--- config.mk ---
export PLATFORM = sky130hd
export DESIGN_NAME = lockin_ctrl
export DESIGN_NICKNAME = d
export VERILOG_FILES = /design/src/rtl/lockin_pkg.sv /design/src/rtl/lk_flag_swap.sv /design/src/rtl/lk_tally.sv /design/src/rtl/lk_seq.sv /design/src/rtl/lockin_ctrl.sv
export SDC_FILE = /design/constraint.sdc
export NUM_CORES = 1
export LEC_CHECK = 0
export BUFFER_PORTS_ARGS = -buffer_cell sky130_fd_sc_hd__buf_2
export CAP_MARGIN = 40
export CORE_ASPECT_RATIO = 0.9
export CORE_UTILIZATION = 41
export DETAILED_ROUTE_END_ITERATION = 10
export MAX_ROUTING_LAYER = met4
export PLACE_DENSITY = 0.62
export SYNTH_ARGS = -nofsm -noshare
export SYNTH_HDL_FRONTEND = slang
export SYNTH_SLANG_ARGS = --single-unit
--- constraint.sdc ---
create_clock -name clk -period 4.8 [get_ports clk]
set_clock_uncertainty 0.1 [all_clocks]
set_input_delay 0.24 -clock clk [delete_from_list [all_inputs] [get_ports clk]]
set_output_delay 0.24 -clock clk [all_outputs]
set_load 0.005 [all_outputs]
--- src/rtl/lockin_pkg.sv ---
package lockin_pkg;
  typedef enum logic [1:0] {
    ST_IDLE,
    ST_ARM,
    ST_RUN,
    ST_OUT
  } lk_state_t;

  localparam int NUM_TALLY = 2;
endpackage

--- src/rtl/lk_flag_swap.sv ---
module lk_flag_swap (
  input  logic clk,
  input  logic rst_n,
  input  logic cmp_hi,
  input  logic cmp_lo,
  input  logic ref_edge,
  output logic inj_pos,
  output logic inj_neg
);
  logic flag_hi_q, flag_lo_q;

  always_ff @(posedge clk or negedge rst_n) begin
    if (!rst_n) begin
      flag_hi_q <= 1'b0;
      flag_lo_q <= 1'b0;
    end else begin
      flag_hi_q <= cmp_hi;
      flag_lo_q <= cmp_lo;
    end
  end

  // exchange only on the drive side; stored flags stay as captured
  always_comb begin
    inj_pos = ref_edge ? flag_lo_q : flag_hi_q;
    inj_neg = ref_edge ? flag_hi_q : flag_lo_q;
  end
endmodule

--- src/rtl/lk_tally.sv ---
module lk_tally #(
  parameter int W = 20
) (
  input  logic         clk,
  input  logic         rst_n,
  input  logic         clr,
  input  logic         en,
  input  logic         hit,
  input  logic         up,
  output logic [W-1:0] cnt
);
  localparam logic [W-1:0] ONE = {{(W-1){1'b0}}, 1'b1};

  always_ff @(posedge clk or negedge rst_n) begin
    if (!rst_n)          cnt <= '0;
    else if (clr)        cnt <= '0;
    else if (en && hit)  cnt <= up ? cnt + ONE : cnt - ONE;
  end
endmodule

--- src/rtl/lk_seq.sv ---
module lk_seq
  import lockin_pkg::*;
#(
  parameter int PER_W = 16
) (
  input  logic             clk,
  input  logic             rst_n,
  input  logic             start,
  input  logic [PER_W-1:0] cyc_m,
  input  logic             sel_imag,
  input  logic             cal,
  input  logic             ref_i,
  input  logic             ref_q,
  input  logic             out_ready,
  output logic             ref_edge,
  output logic             dir_up,
  output logic             count_en,
  output logic             clr,
  output logic             busy,
  output logic             done,
  output logic             dc_sel,
  output logic             out_valid,
  output logic             beat
);
  lk_state_t        state;
  logic             ri_q, rq_q, imag_q, cal_q, done_q;
  logic [PER_W-1:0] per_cnt, m_q;
  logic             sel_now, sel_prev, rise, last_per;

  always_comb begin
    sel_now  = imag_q ? ref_q : ref_i;
    sel_prev = imag_q ? rq_q : ri_q;
    ref_edge = sel_now ^ sel_prev;
    rise     = ref_edge & sel_now;
    dir_up   = sel_now;
    last_per = ({1'b0, per_cnt} + 1'b1) >= {1'b0, m_q};
    clr      = (state == ST_IDLE) && start;
    unique case (state)
      ST_ARM:  count_en = rise;
      ST_RUN:  count_en = !(rise && last_per);
      default: count_en = 1'b0;
    endcase
    busy      = (state == ST_ARM) || (state == ST_RUN);
    out_valid = (state == ST_OUT);
    dc_sel    = busy && cal_q;
    done      = done_q;
  end

  always_ff @(posedge clk or negedge rst_n) begin
    if (!rst_n) begin
      state   <= ST_IDLE;
      ri_q    <= 1'b0;
      rq_q    <= 1'b0;
      imag_q  <= 1'b0;
      cal_q   <= 1'b0;
      done_q  <= 1'b0;
      beat    <= 1'b0;
      per_cnt <= '0;
      m_q     <= '0;
    end else begin
      ri_q   <= ref_i;
      rq_q   <= ref_q;
      done_q <= 1'b0;
      unique case (state)
        ST_IDLE: if (start) begin
          imag_q <= sel_imag;
          cal_q  <= cal;
          m_q    <= cyc_m;
          state  <= ST_ARM;
        end
        ST_ARM: if (rise) begin
          per_cnt <= '0;
          state   <= ST_RUN;
        end
        ST_RUN: if (rise) begin
          if (last_per) begin
            state  <= ST_OUT;
            done_q <= 1'b1;
            beat   <= 1'b0;
          end else begin
            per_cnt <= per_cnt + 1'b1;
          end
        end
        ST_OUT: if (out_ready) begin
          if (beat) state <= ST_IDLE;
          else      beat  <= 1'b1;
        end
        default: state <= ST_IDLE;
      endcase
    end
  end
endmodule

--- src/rtl/lockin_ctrl.sv ---
module lockin_ctrl
  import lockin_pkg::*;
#(
  parameter int CNT_W = 20,
  parameter int PER_W = 16
) (
  input  logic             clk,
  input  logic             rst_n,
  input  logic             start,
  input  logic [PER_W-1:0] cyc_m,
  input  logic             sel_imag,
  input  logic             cal,
  input  logic             ref_i,
  input  logic             ref_q,
  input  logic             cmp_hi,
  input  logic             cmp_lo,
  output logic             inj_pos,
  output logic             inj_neg,
  output logic             int_flip,
  output logic             dc_sel,
  output logic             busy,
  output logic             done,
  output logic             out_valid,
  input  logic             out_ready,
  output logic             out_last,
  output logic [CNT_W-1:0] out_data
);
  logic             ref_edge, dir_up, count_en, clr, beat;
  logic [NUM_TALLY-1:0] hit;
  logic [CNT_W-1:0] tally [NUM_TALLY];

  lk_seq #(.PER_W(PER_W)) u_seq (
    .clk(clk), .rst_n(rst_n), .start(start), .cyc_m(cyc_m),
    .sel_imag(sel_imag), .cal(cal), .ref_i(ref_i), .ref_q(ref_q),
    .out_ready(out_ready), .ref_edge(ref_edge), .dir_up(dir_up),
    .count_en(count_en), .clr(clr), .busy(busy), .done(done),
    .dc_sel(dc_sel), .out_valid(out_valid), .beat(beat)
  );

  lk_flag_swap u_swap (
    .clk(clk), .rst_n(rst_n), .cmp_hi(cmp_hi), .cmp_lo(cmp_lo),
    .ref_edge(ref_edge), .inj_pos(inj_pos), .inj_neg(inj_neg)
  );

  assign hit      = {inj_neg, inj_pos};
  assign int_flip = ref_edge;

  for (genvar g = 0; g < NUM_TALLY; g++) begin : g_tally
    lk_tally #(.W(CNT_W)) u_tally (
      .clk(clk), .rst_n(rst_n), .clr(clr), .en(count_en),
      .hit(hit[g]), .up(dir_up), .cnt(tally[g])
    );
  end

  assign out_last = out_valid && beat;
  assign out_data = beat ? tally[1] : tally[0];
endmodule

# Yosys cells after proc, flatten, opt, wreduce, memory -nomap -nowiden
# Cells that the tools add are included.
[op_classes] n_addsub=6 magnitude_cmp=1 eq_ne=10 mux=30 n_bitwise=2 reduce_logical=17
[op_table] cell="20-bit two-way mux" count=7
[op_table] cell="16-bit two-way mux" count=3
[op_table] cell="20-bit by 1-bit adder with 20-bit output, second input constant" count=2
[op_table] cell="20-bit by 1-bit subtractor with 20-bit output, second input constant" count=2
[op_table] cell="16-bit one-hot mux with 2 select lines" count=1
[op_table] cell="16-bit by 1-bit adder with 17-bit output, second input constant" count=1
[op_table] cell="17-bit by 16-bit >= comparator with 1-bit output" count=1
[op_table] cell="16-bit by 1-bit adder with 16-bit output, second input constant" count=1
[op_table] cell="2-bit two-way mux" count=6
[op_table] cell="1-bit two-way mux" count=10
[op_table] cell="2-bit by 1-bit inequality test with 1-bit output, second input constant" count=5
[op_table] cell="2-bit one-hot mux with 4 select lines" count=1
[op_table] cell="4-bit AND reduction" count=2
[op_table] cell="2-bit nonzero test" count=4
[op_table] cell="1-bit logical AND" count=6
[op_table] cell="6-bit AND reduction" count=1
[op_table] cell="2-bit == test, second input constant" count=2
[op_table] cell="2-bit inequality test, second input constant" count=2
[op_table] cell="1-bit one-hot mux with 2 select lines" count=2
[op_table] cell="2-bit by 1-bit == test with 1-bit output, second input constant" count=1
[op_table] cell="2-bit zero test" count=1
[op_table] cell="2-bit AND reduction" count=1
[op_table] cell="1-bit bitwise AND" count=1
[op_table] cell="1-bit zero test" count=1
[op_table] cell="2 further kinds" count=2
[word_totals] register_bits=82 in_bits=26 output_inout_bits=28 elab_cells=79

# Longest topological paths before layout
[depth] word_depth=9 mapped_depth=16 ltp_nobuf=14

# Modules after synthesis
# Synthesis repeated with hierarchy kept, for this count alone.
[unflattened] cells_unflattened=756 area_unflattened_um2=6729.0
[modules_own_cells] module="lk_seq" instances=1 cells_each=259 area_each_um2=2491.1 seq_area_each_um2=1001.0
[modules_own_cells] module="lk_tally (g_tally[1].u_tally)" instances=1 cells_each=230 area_each_um2=1944.4 seq_area_each_um2=500.5
[modules_own_cells] module="lk_tally (g_tally[0].u_tally)" instances=1 cells_each=240 area_each_um2=1895.6 seq_area_each_um2=500.5
[modules_own_cells] module="lockin_ctrl" instances=1 cells_each=23 area_each_um2=325.3 seq_area_each_um2=0.0
[modules_own_cells] module="lk_flag_swap" instances=1 cells_each=4 area_each_um2=72.6 seq_area_each_um2=50.0

# Least setup slack after synthesis
# No wires, ideal clock.
[synth_path] kind="reg2reg" from="register u_seq.imag_q" to="register g_tally[0].u_tally.cnt[18]" setup_time_ns=0.124 arrival_time_ns=4.277 required_time_ns=4.576 path_slack_ns=0.299 stages_incl_launch_ff=12 path_buffers=0 period_less_slack_ns=4.501 path_cell_list="dfrtp_1 mux2i_1 inv_1 fa_1 nor2b_1 o31a_1 o2111ai_1 a211oi_1 nor2_1 o21ai_0 nand3_1 nor3b_1"
[synth_between] elab_chain_len=8 elab_cells_between_ends=13 classes_between="mux (7); bitwise (2); reduce/logical (4)"
[synth_lines] item="from (decl)" line="lk_seq.sv:26" text="logic ri_q, rq_q, imag_q, cal_q, done_q;"
[synth_lines] item="from (signal assigned)" line="lk_seq.sv:66" text="imag_q <= sel_imag;"
[synth_lines] item="1-bit two-way mux (on tied branches)" line="lk_seq.sv:31, lk_seq.sv:32"
[synth_lines] item="1-bit XOR" line="lk_seq.sv:33" text="ref_edge = sel_now ^ sel_prev;"
[synth_lines] item="1-bit bitwise AND" line="lk_seq.sv:34" text="rise = ref_edge & sel_now;"
[synth_lines] item="1-bit logical AND" line="lk_seq.sv:40" text="ST_RUN: count_en = !(rise && last_per);"
[synth_lines] item="1-bit zero test" line="lk_seq.sv:40"
[synth_lines] item="1-bit one-hot mux with 2 select lines" line="lk_seq.sv:38" text="unique case (state)"
[synth_lines] item="1-bit logical AND" line="lk_tally.sv:17" text="else if (en && hit) cnt <= up ? cnt + ONE : cnt - ONE;"
[synth_lines] item="2-bit nonzero test (no source line)"
[synth_lines] item="to (signal assigned)" line="lk_tally.sv:17"
[synth_lines] item="to (decl)" line="lk_tally.sv:10" text="output logic [W-1:0] cnt"
# Parallel ways exist; a longest one is shown, timed or not. The select of a mux whose other input is x is not followed.
# A chain may end at the register's enable or synchronous reset.

# Worst setup path after layout
[layout_path] from="register u_seq.per_cnt[0]" to="register g_tally[1].u_tally.cnt[7]"
[layout_between] elab_chain_len=7
[layout_lines] item="from (decl)" line="lk_seq.sv:27" text="logic [PER_W-1:0] per_cnt, m_q;"
[layout_lines] item="from (signal assigned)" line="lk_seq.sv:81" text="per_cnt <= per_cnt + 1'b1;"
[layout_lines] item="16-bit by 1-bit adder with 17-bit output" line="lk_seq.sv:36" text="last_per = ({1'b0, per_cnt} + 1'b1) >= {1'b0, m_q};"
[layout_lines] item="17-bit by 16-bit >= comparator with 1-bit output" line="lk_seq.sv:36"
[layout_lines] item="1-bit logical AND" line="lk_seq.sv:40"
[layout_lines] item="1-bit zero test" line="lk_seq.sv:40"
[layout_lines] item="1-bit one-hot mux with 2 select lines" line="lk_seq.sv:38"
[layout_lines] item="1-bit logical AND" line="lk_tally.sv:17"
[layout_lines] item="2-bit nonzero test (no source line)"
[layout_lines] item="to (signal assigned)" line="lk_tally.sv:17"
[layout_lines] item="to (decl)" line="lk_tally.sv:10"
# Every way passes these cells.

==> qor.txt <==
Status: complete, no violations
Largest net degree at the start of global routing: 51
Post-Layout Cell Count: 973
Root Driver: clkbuf_16
Placed inst area: 6720 um2
Antenna-violating nets left: 0
Commonest cells in the netlist: dfrtp_1 (82), nand2_1 (79), a21oi_1 (63)
Pre-CTS WS: 0.870 ns
Final min period: 3.98 ns
Main synth FF type: dfrtp_1
# resized after CTS: 0
CP Launch Type: flop
YS warnings: 0
Aggregate routed wire length: 14500 um
Crit path DAT: 4.09 ns
Req. time, crit path: 4.92 ns
Worst Tran Pin Value: 0.693 ns
Total CTS buffers: 9
Setup violators final: 0
First-pass GRT wire length: 23900 um
Horiz. Die Dim: 132 um
Final Core Density: 0.489
Top area cells in the synthesized netlist: dfrtp_1 (33%), ha_1 (12%), a21oi_1 (5.1%)
Num Clock Sinks: 82
Pre-antenna DRT Iters: 5
Top cell type's share of synthesized area: 0.330
Yosys reg bits: 82
Final Hold Slack: 0.0154 ns
Die Ht: 119 um
Final Hold Vio Count: 0
Initial Utilization: 0.421
Fmax: 0.252 GHz
# nets final: 857
Clock Latency Late Sink: 0.35 ns
Iter 0 DRT Violations: 355
CTS tree: built
Maxcap violations: 0
EDFF count, synth: 0
FFs w/ async S/R, synth: 1.00
Syn Area/Cell: 8.81 um2
Vias in the first global route: 4892
I/O pin cnt: 54
FP Rows: 42
Peak supply drop: 274 uV
Placer congestion estimate: 0.868
# H-tree levels: 3
Tot Pwr: 3.69 mW
Sequential area share after synthesis: 0.330
Tcrit/Tclk final: 0.828
Crit path from: u_seq.per_cnt[0]
Overall Global Routing Usage: 0.197
Die area: 15700 um2
Clock Pin Slew Worst Setup and Hold Paths: 0.06 ns
Max-slew violation count: 0
Placed insts: 939
Layout area overhead: 16.2%
Hold path start: cyc_m[9]
Mapped Nets: 792
Distinct cells, synth: 66
Setup WS post-layout: 0.825 ns
Crit Path Class: reg2reg
R2R Path Start: u_seq.per_cnt[0]
Grt total ovfl: 0
Syn Std Cell Area: 6210 um2
RSZ-0062 raised after global routing: false
Cells after Synth: 705
DRC viols: 0
Hold WC Path Type: in2reg
Initial antenna violation count: 0
Share of cells above drive strength 1: 0.154
Area of the core: 14800 um2
Vias per std cell: 5.49
Most numerous cell in the Yosys netlist: dfrtp_1
Power per Cell Area: 512 nW/um2
Fin area: 7220 um2
Vias: 5340
Post-DP HPWL: 10600 um
CP endpoint kind: flop
Crit-path max FO: 24
# diodes: 0
Setup Total Neg Slack: 0 ns
Clk buf depth: 2
I/O Buffers: 53
Max_slew headroom: 0.538
WL per Instance: 14.9 um
LEAKAGE: 3.39 nW
Synth area leader: dfrtp_1
-- critical path: stages, from the launching register on --
cell	delay (ns)
dfrtp_1	0.43
ha_1	0.27
and4_4	0.29
and2_1	0.21
and3_1	0.24
xor2_1	0.09
ha_1	0.30
a21oi_1	0.06
o21a_1	0.19
o2bb2ai_1	0.51
nor4_4	0.15
o21ai_2	0.47
buf_12	0.24
mux2i_1	0.21
nor2_1	0.06
-- worst paths after layout --
check / endpoint / slack (ns) / cells after the start
min reg2reg: u_seq.cal_q / 0.38 / 2
min: u_seq.m_q[9] / 0.02 / 3
max reg2reg: g_tally[1].u_tally.cnt[7] / 0.82 / 14
max: g_tally[1].u_tally.cnt[7] / 0.82 / 14
min in group asynchronous: g_tally[1].u_tally.cnt[16] / 0.28 / 2
max in group asynchronous: u_seq.m_q[9] / 3.71 / 3
-- flip-flops by register name, indices dropped and copies added, names as in the netlist, 2 cells and up --
signal               cells
u_seq.m_q               16
g_tally.u_tally.cnt     40
u_seq.state              2
u_seq.per_cnt           16
-- cell usage in the layout, fill, tap and decap left out, types with 7 or more instances in the layout --
cell type and count:
xor2_1 16, inv_1 32, xnor2_1 22, a21oi_1 63, nor3_1 11, a211oi_1 9, nor2_1 55, o21ai_0 52
buf_2 52, mux2i_1 9, nand3_1 25, ha_1 59, clkbuf_16 9, or3_1 7, nand2_1 79, and3_1 14
dlygate4sd3_1 18, mux2_2 20, o21ai_1 12, dfrtp_1 82, o21a_1 10, a21o_1 10, nor2b_1 8
-- power breakdown --
group | internal, mW | switching (mW)
combinational | 0.880 | 1.01
sequential | 0.880 | 0.172
clock | 0.458 | 0.291
-- per-layer routing --
metal,vias up,wire [um],GRT usage
met5,-,0,-
met4,0,195,0.0596
met3,12,568,0.0382
met2,116,6450,0.298
met1,2516,7260,0.266
li1,2696,-,-
-- repair_timing --
item                                   4_1_cts  5_1_grt
setup buffers                                0        0
hold buffers                                18        0
endpoints found under the hold margin       49        0
-- area by class of cell --
type	count	area (um2)
Clock buffer	10	229
Clock inverter	6	87.6
Fill cell	1398	7550
Inverter	32	120
Multi-Input combinational cell	567	3930
Sequential cell	82	2050
Tap cell	198	248
Timing Repair Buffer	78	553
-- kinds of logic after synthesis --
family          after synthesis  synth area share
compound gates              207             0.219
xor+xnor                     38            0.0536
fa+ha+maj                    61             0.125
buf+inv                      56            0.0393
flops                        82             0.330
mux                          30            0.0524
simple gates                231             0.180
(Power assumes the default switching activity.)
